<file path="config.mk">
export PLATFORM = sky130hd
export DESIGN_NAME = irq_cascade_agg
export DESIGN_NICKNAME = d
export VERILOG_FILES = /design/src/rtl/irq_agg_pkg.sv /design/src/rtl/irq_line_map.sv /design/src/rtl/irq_sticky_stage.sv /design/src/rtl/irq_cascade_agg.sv
export SDC_FILE = /design/constraint.sdc
export NUM_CORES = 1
export LEC_CHECK = 0
export BUFFER_PORTS_ARGS = -buffer_cell sky130_fd_sc_hd__buf_2
export CORE_ASPECT_RATIO = 2
export CORE_UTILIZATION = 52
export DETAILED_ROUTE_END_ITERATION = 10
export PLACE_DENSITY_LB_ADDON = 0.1
export SETUP_SLACK_MARGIN = 0.1
export SYNTH_ARGS = -nofsm -noshare
export SYNTH_HDL_FRONTEND = slang
export SYNTH_SLANG_ARGS = --single-unit
</file>
<file path="constraint.sdc">
create_clock -name clk -period 1.5 [get_ports clk]
set_input_delay 0.15 -clock clk [delete_from_list [all_inputs] [get_ports clk]]
set_output_delay 0.15 -clock clk [all_outputs]
set_load 0.01 [all_outputs]
</file>
<file path="src/rtl/irq_agg_pkg.sv">
package irq_agg_pkg;

   localparam logic [7:0] OFS_SER_CTRL = 8'h30;
   localparam logic [7:0] OFS_HC_MASK  = 8'h34;
   localparam logic [7:0] OFS_HC_STAT  = 8'h38;
   localparam logic [7:0] OFS_OB_STAT  = 8'h50;
   localparam logic [7:0] OFS_OB_MASK  = 8'h54;
   localparam logic [7:0] OFS_OB_POL   = 8'h58;
   localparam logic [7:0] OFS_OB_INPUT = 8'h5C;

   typedef enum logic [2:0] {
      SEL_NONE,
      SEL_SER_CTRL,
      SEL_HC_MASK,
      SEL_HC_STAT,
      SEL_OB_STAT,
      SEL_OB_MASK,
      SEL_OB_POL,
      SEL_OB_INPUT
   } reg_sel_e;

   function automatic reg_sel_e decode_ofs(input logic [7:0] ofs);
      case (ofs)
         OFS_SER_CTRL: decode_ofs = SEL_SER_CTRL;
         OFS_HC_MASK:  decode_ofs = SEL_HC_MASK;
         OFS_HC_STAT:  decode_ofs = SEL_HC_STAT;
         OFS_OB_STAT:  decode_ofs = SEL_OB_STAT;
         OFS_OB_MASK:  decode_ofs = SEL_OB_MASK;
         OFS_OB_POL:   decode_ofs = SEL_OB_POL;
         OFS_OB_INPUT: decode_ofs = SEL_OB_INPUT;
         default:      decode_ofs = SEL_NONE;
      endcase
   endfunction

endpackage

</file>
<file path="src/rtl/irq_line_map.sv">
// Places serial line i at vector bit (TOP_BIT - i); all other bits are zero.
module irq_line_map #(
   parameter int NUM_LINES = 17,
   parameter int DATA_W    = 32,
   parameter int TOP_BIT   = 31
) (
   input  logic [NUM_LINES-1:0] lines,
   output logic [DATA_W-1:0]    vec
);
   localparam int LOW_BIT = TOP_BIT - NUM_LINES + 1;

   if (LOW_BIT < 0 || TOP_BIT >= DATA_W) begin : g_bad_range
      $error("irq_line_map: lines do not fit the vector");
   end

   for (genvar b = 0; b < DATA_W; b++) begin : g_bit
      if (b >= LOW_BIT && b <= TOP_BIT) begin : g_line
         assign vec[b] = lines[TOP_BIT-b];
      end else begin : g_zero
         assign vec[b] = 1'b0;
      end
   end

endmodule

</file>
<file path="src/rtl/irq_sticky_stage.sv">
// Sticky status register: set bits latch, write-one clears, set wins.
module irq_sticky_stage #(
   parameter int W = 32
) (
   input  logic         clk,
   input  logic         rst_n,
   input  logic [W-1:0] set_vec,
   input  logic         clr_en,
   input  logic [W-1:0] clr_vec,
   output logic [W-1:0] stat
);
   logic [W-1:0] clr_mask;

   assign clr_mask = clr_en ? clr_vec : '0;

   always_ff @(posedge clk) begin
      if (!rst_n) stat <= '0;
      else        stat <= (stat & ~clr_mask) | set_vec;
   end

   // without a clearing write no set bit is lost
   a_r5_sticky_hold: assert property (@(posedge clk) disable iff (!rst_n)
      (!clr_en) |=> ((stat & $past(stat)) == $past(stat)));

   // every requested bit is present one edge later
   a_r2_latch_set: assert property (@(posedge clk) disable iff (!rst_n)
      (set_vec != '0) |=> ((stat & $past(set_vec)) == $past(set_vec)));

   // cleared bits with no concurrent set are gone one edge later
   a_r6_clear_drops: assert property (@(posedge clk) disable iff (!rst_n)
      clr_en |=> ((stat & $past(clr_vec) & ~$past(set_vec)) == '0));

endmodule

</file>
<file path="src/rtl/irq_cascade_agg.sv">
module irq_cascade_agg
   import irq_agg_pkg::*;
#(
   parameter int DATA_W      = 32,
   parameter int ADDR_W      = 8,
   parameter int NUM_SER     = 17,
   parameter int CASCADE_BIT = 11,
   parameter int GATE_BIT    = 31
) (
   input  logic               clk,
   input  logic               rst_n,
   input  logic               wr_en,
   input  logic [ADDR_W-1:0]  wr_addr,
   input  logic [DATA_W-1:0]  wr_data,
   input  logic [ADDR_W-1:0]  rd_addr,
   output logic [DATA_W-1:0]  rd_data,
   input  logic [NUM_SER-1:0] ser_irq,
   output logic               irq_out
);
   localparam int SER_TOP = DATA_W - 1;

   if (ADDR_W != 8) begin : g_bad_addr
      $error("irq_cascade_agg: ADDR_W must be 8");
   end
   if (NUM_SER < 1 || NUM_SER > DATA_W) begin : g_bad_ser
      $error("irq_cascade_agg: NUM_SER out of range");
   end
   if (CASCADE_BIT >= DATA_W || GATE_BIT >= DATA_W) begin : g_bad_bits
      $error("irq_cascade_agg: bit index out of range");
   end

   reg_sel_e wr_sel, rd_sel;
   assign wr_sel = wr_en ? decode_ofs(wr_addr) : SEL_NONE;
   assign rd_sel = decode_ofs(rd_addr);

   logic [DATA_W-1:0] ser_ctrl_q, hc_mask_q, ob_mask_q, ob_pol_q;

   always_ff @(posedge clk) begin
      if (!rst_n) begin
         ser_ctrl_q <= '0;
         hc_mask_q  <= '0;
         ob_mask_q  <= '0;
         ob_pol_q   <= '0;
      end else begin
         if (wr_sel == SEL_SER_CTRL) ser_ctrl_q <= wr_data;
         if (wr_sel == SEL_HC_MASK)  hc_mask_q  <= wr_data;
         if (wr_sel == SEL_OB_MASK)  ob_mask_q  <= wr_data;
         if (wr_sel == SEL_OB_POL)   ob_pol_q   <= wr_data;
      end
   end

   // host bank
   logic [DATA_W-1:0] hc_set, hc_stat;

   irq_line_map #(
      .NUM_LINES (NUM_SER),
      .DATA_W    (DATA_W),
      .TOP_BIT   (SER_TOP)
   ) u_map (
      .lines (ser_irq),
      .vec   (hc_set)
   );

   irq_sticky_stage #(.W(DATA_W)) u_hc_stage (
      .clk     (clk),
      .rst_n   (rst_n),
      .set_vec (hc_set),
      .clr_en  (wr_sel == SEL_HC_STAT),
      .clr_vec (wr_data),
      .stat    (hc_stat)
   );

   logic cascade_req;
   assign cascade_req = ser_ctrl_q[GATE_BIT] && ((hc_stat & hc_mask_q) != '0);

   // outer bank
   logic [DATA_W-1:0] ob_input, ob_stat;

   always_comb begin
      ob_input              = '0;
      ob_input[CASCADE_BIT] = cascade_req;
   end

   irq_sticky_stage #(.W(DATA_W)) u_ob_stage (
      .clk     (clk),
      .rst_n   (rst_n),
      .set_vec (ob_input & ob_mask_q),
      .clr_en  (wr_sel == SEL_OB_STAT),
      .clr_vec (wr_data),
      .stat    (ob_stat)
   );

   assign irq_out = (ob_stat != '0);

   always_comb begin
      case (rd_sel)
         SEL_SER_CTRL: rd_data = ser_ctrl_q;
         SEL_HC_MASK:  rd_data = hc_mask_q;
         SEL_HC_STAT:  rd_data = hc_stat;
         SEL_OB_STAT:  rd_data = ob_stat;
         SEL_OB_MASK:  rd_data = ob_mask_q;
         SEL_OB_POL:   rd_data = ob_pol_q;
         SEL_OB_INPUT: rd_data = ob_input;
         default:      rd_data = '1;
      endcase
   end

   // the output only rises after a masked outer input was present
   a_r7_rise_cause: assert property (@(posedge clk) disable iff (!rst_n)
      $rose(irq_out) |-> $past((ob_input & ob_mask_q) != '0));

   // a cascade request never appears while the enable bit is clear
   a_r4_gate_closed: assert property (@(posedge clk) disable iff (!rst_n)
      (!ser_ctrl_q[GATE_BIT]) |-> (ob_input == '0));

endmodule

</file>
==> flow_metrics.tcl <==
set metrics [dict create \
    gr-usage-all-layers 0.350 \
    hold_class "in -> reg" \
    yosysWarningCount 0 \
    setup.worst_path.class "reg -> reg" \
    seq_area_um2 3850 \
    via_per_inst 6.07 \
    core_um2 15700 \
    finalNonFillerCells 1306 \
    r2r_end "u_ob_stage.stat[11]" \
    powerDensity_nw_per_um2 858 \
    cts.reportedPaths.clkPinSlew_ps 70 \
    r2r-start "hc_mask_q[13]" \
    die_x_um 91.4 \
    rows 65 \
    setup_violations 34 \
    ir_drop_v 0.000804 \
    cts_buffers 17 \
    diodes 0 \
    grt_pass1_vias 8330 \
    io_pins 101 \
    fill_cells 1095 \
    final.min_clock_period_ps 2310 \
    wire_per_inst_um 22.0 \
    async_reset_ff_frac 0 \
    cts-root-buf "clkbuf_16" \
    rsz0062_at_grt "true" \
    ant_nets 0 \
    end_kind "flip-flop" \
    ys.flop_type "dfxtp_1" \
    skew_ps 6.75 \
    cp_max_fo 2 \
    start_util 0.530 \
    worst_pin_slew_ps 428 \
    cts.htree.levels 4 \
    cp.arrival_ps 2630 \
    die_y_um 181 \
    routabilityCongestion 0.826 \
    post-route-drc-count 0 \
    dieArea_um2 16500 \
    antenna_found_initial 0 \
    syn-num-nets 910 \
    drive_gt1_frac 0.326 \
    synthToLayoutAreaGrowth_pct 41.6 \
    drtIter0Drc 650 \
    grt_pass1_wl_um 44500 \
    hold_viol_final 0 \
    multiInputGateArea_um2 4540 \
    avgSynthCellArea_um2 9.88 \
    violations "negative setup slack" \
    max_cap_viol_count 0 \
    synth_area_um2 8320 \
    max_freq_mhz 432 \
    final_nets 1160 \
    ff2ff_setup_slack_ps -810 \
    worstHoldStart "wr_data[17]" \
    grt_max_degree 105 \
    synth_cell_types 38 \
    synth_seq_area_share 0.462 \
    dp.cells 1197 \
    synth_edf_count 0 \
    relSlewSlack 0.715 \
    synthCells 842 \
    dp_hpwl_um 17100 \
    cts_sinks 192 \
    drtPass1Iterations 8 \
    power_uw 10100 \
    power_leakage_uw 0.00527 \
    fin_crit_sh 1.54 \
    ys_seq_elements 192 \
    drt-total-wl_um 28800 \
    cts_buffer_depth 2 \
    crit_path_start_kind "flip-flop" \
    min_to "u_ob_stage.stat[17]" \
    setup_slack_ps -815 \
    num_vias 7921 \
    portBuffers 100 \
    cts_tree "yes" \
    clk_latency_ps 430 \
    r2r_cells 13 \
    drv_slew 0 \
    holdPathStages 2 \
    grt_overflow 0 \
    crit_required_ps 1810 \
    status "finished, violations left" \
]
cell usage in the layout, fill, tap and decap left out, types with 4 or more instances in the layout:
cell type      synthesis  layout
a21boi_0              18      18
nor4_1                 9       4
inv_6                  0       7
nand4_1               38      38
clkbuf_16              0      17
buf_4                  3     112
a22oi_1               47      12
nand2_4                0       5
nand2_1               82      62
a22oi_2                0      35
dlygate4sd3_1          0      47
a222oi_1              31      31
dfxtp_1              192     189
nor2b_1              133     133
mux2i_1              128     128
buf_2                 29      97
nand2_2                0      15
buf_16                 0       7
a21oi_1               48      48
nor4_4                 0       4
o21a_1                17      17
buf_12                 0      22
buf_6                  0      11
power by group:
part	total, uW	switching, uW	internal (uW)
Sequential	5170	38.4	5130
Combinational	661	308	353
Clock	4280	2100	2180
metal layers:
| layer | vias up | GRT usage | wire length, um |
|---|---|---|---|
| met1 | 3833 | 0.377 | 10500 |
| met4 | 0 | 0.248 | 1850 |
| li1 | 3580 | - | - |
| met2 | 392 | 0.611 | 14900 |
| met3 | 116 | 0.0551 | 1570 |
| met5 | - | 0 | 0 |
critical path, stage by stage (launching register included):
cell       delay (ps)
dfxtp_2           320
a22oi_2           230
buf_4             150
nand4_1           130
buf_4             170
buf_4             120
buf_4             120
buf_4             120
buf_4             120
buf_4             130
buf_4             130
buf_4             130
nor4_4            220
o2bb2ai_2         100
what timing repair did:
item	4_1_cts	5_1_grt
buffers inserted	19	3
cloned	8	0
pin swaps	57	55
endpoints found under the setup margin	34	34
endpoints found under the hold margin	61	0
resized for setup	65	34
hold buffers	47	0
state kept, by name (all words and copies together) (netlist names):
signal,cells
u_hc_stage.stat,32
ob_pol_q,32
ser_ctrl_q,32
u_ob_stage.stat,32
hc_mask_q,32
ob_mask_q,32
cells by family (layout without fill, tap and decap cells):
| group | count (synthesis) | after routing | synth area share |
|---|---|---|---|
| flip-flops | 192 | 192 | 0.462 |
| buffers and inverters | 68 | 331 | 0.0366 |
| AO/OA/AOI/OAI | 169 | 169 | 0.148 |
| multiplexers | 128 | 128 | 0.154 |
| AND/OR/NAND/NOR | 285 | 285 | 0.200 |
through the flow:
step,setup TNS [ps],area (um^2),hold slack (ps),utilization,setup WS (ps)
3_3_place_gp,-14230,9950,356,0.634,-471
4_1_cts,-19880,11600,4.55,0.738,-776
2_1_floorplan,-4810,8330,237,-,-160
5_1_grt,-21480,11800,8.98,0.750,-874
6_report,-20340,11800,13.8,0.750,-815
3_5_place_dp,-14950,9950,363,0.634,-499
final cells by class:
cell class              count  area share
multi-input cells         582       0.385
clock buffers              17      0.0361
well taps                 201      0.0214
repair buffers            298       0.219
clock inverters            15      0.0106
inverters                   1    0.000319
flip-flops and latches    192       0.327
cells in the mapped netlist (all sizes together), types with 3 or more instances:
cell type,number,area (um^2)
a222oi,31,310
nor4b,5,95.1
buf,33,171
a21boi,18,135
a21oi,48,240
nand3,4,20.0
clkbuf,34,129
nand2,82,308
a22oi,47,353
dfxtp,192,3840
nor2b,133,832
mux2i,128,1280
and4,3,26.3
nand4,38,238
nor4,9,56.3
o21a,17,128
how the worst max path moves through the flow:
stage	from	to	slack, ps	cells past startpoint
finish	hc_mask_q[13]	u_ob_stage.stat[11]	-810	13
floorplan	rd_addr[1]	rd_data[1]	-160	6
global route	u_hc_stage.stat[4]	rd_data[11]	-870	7
CTS	hc_mask_q[13]	rd_data[11]	-780	7
detailed placement	rd_addr[1]	rd_data[17]	-500	8
global placement	rd_addr[1]	rd_data[17]	-470	8
No activity file was read; power rests on OpenSTA's default activity.
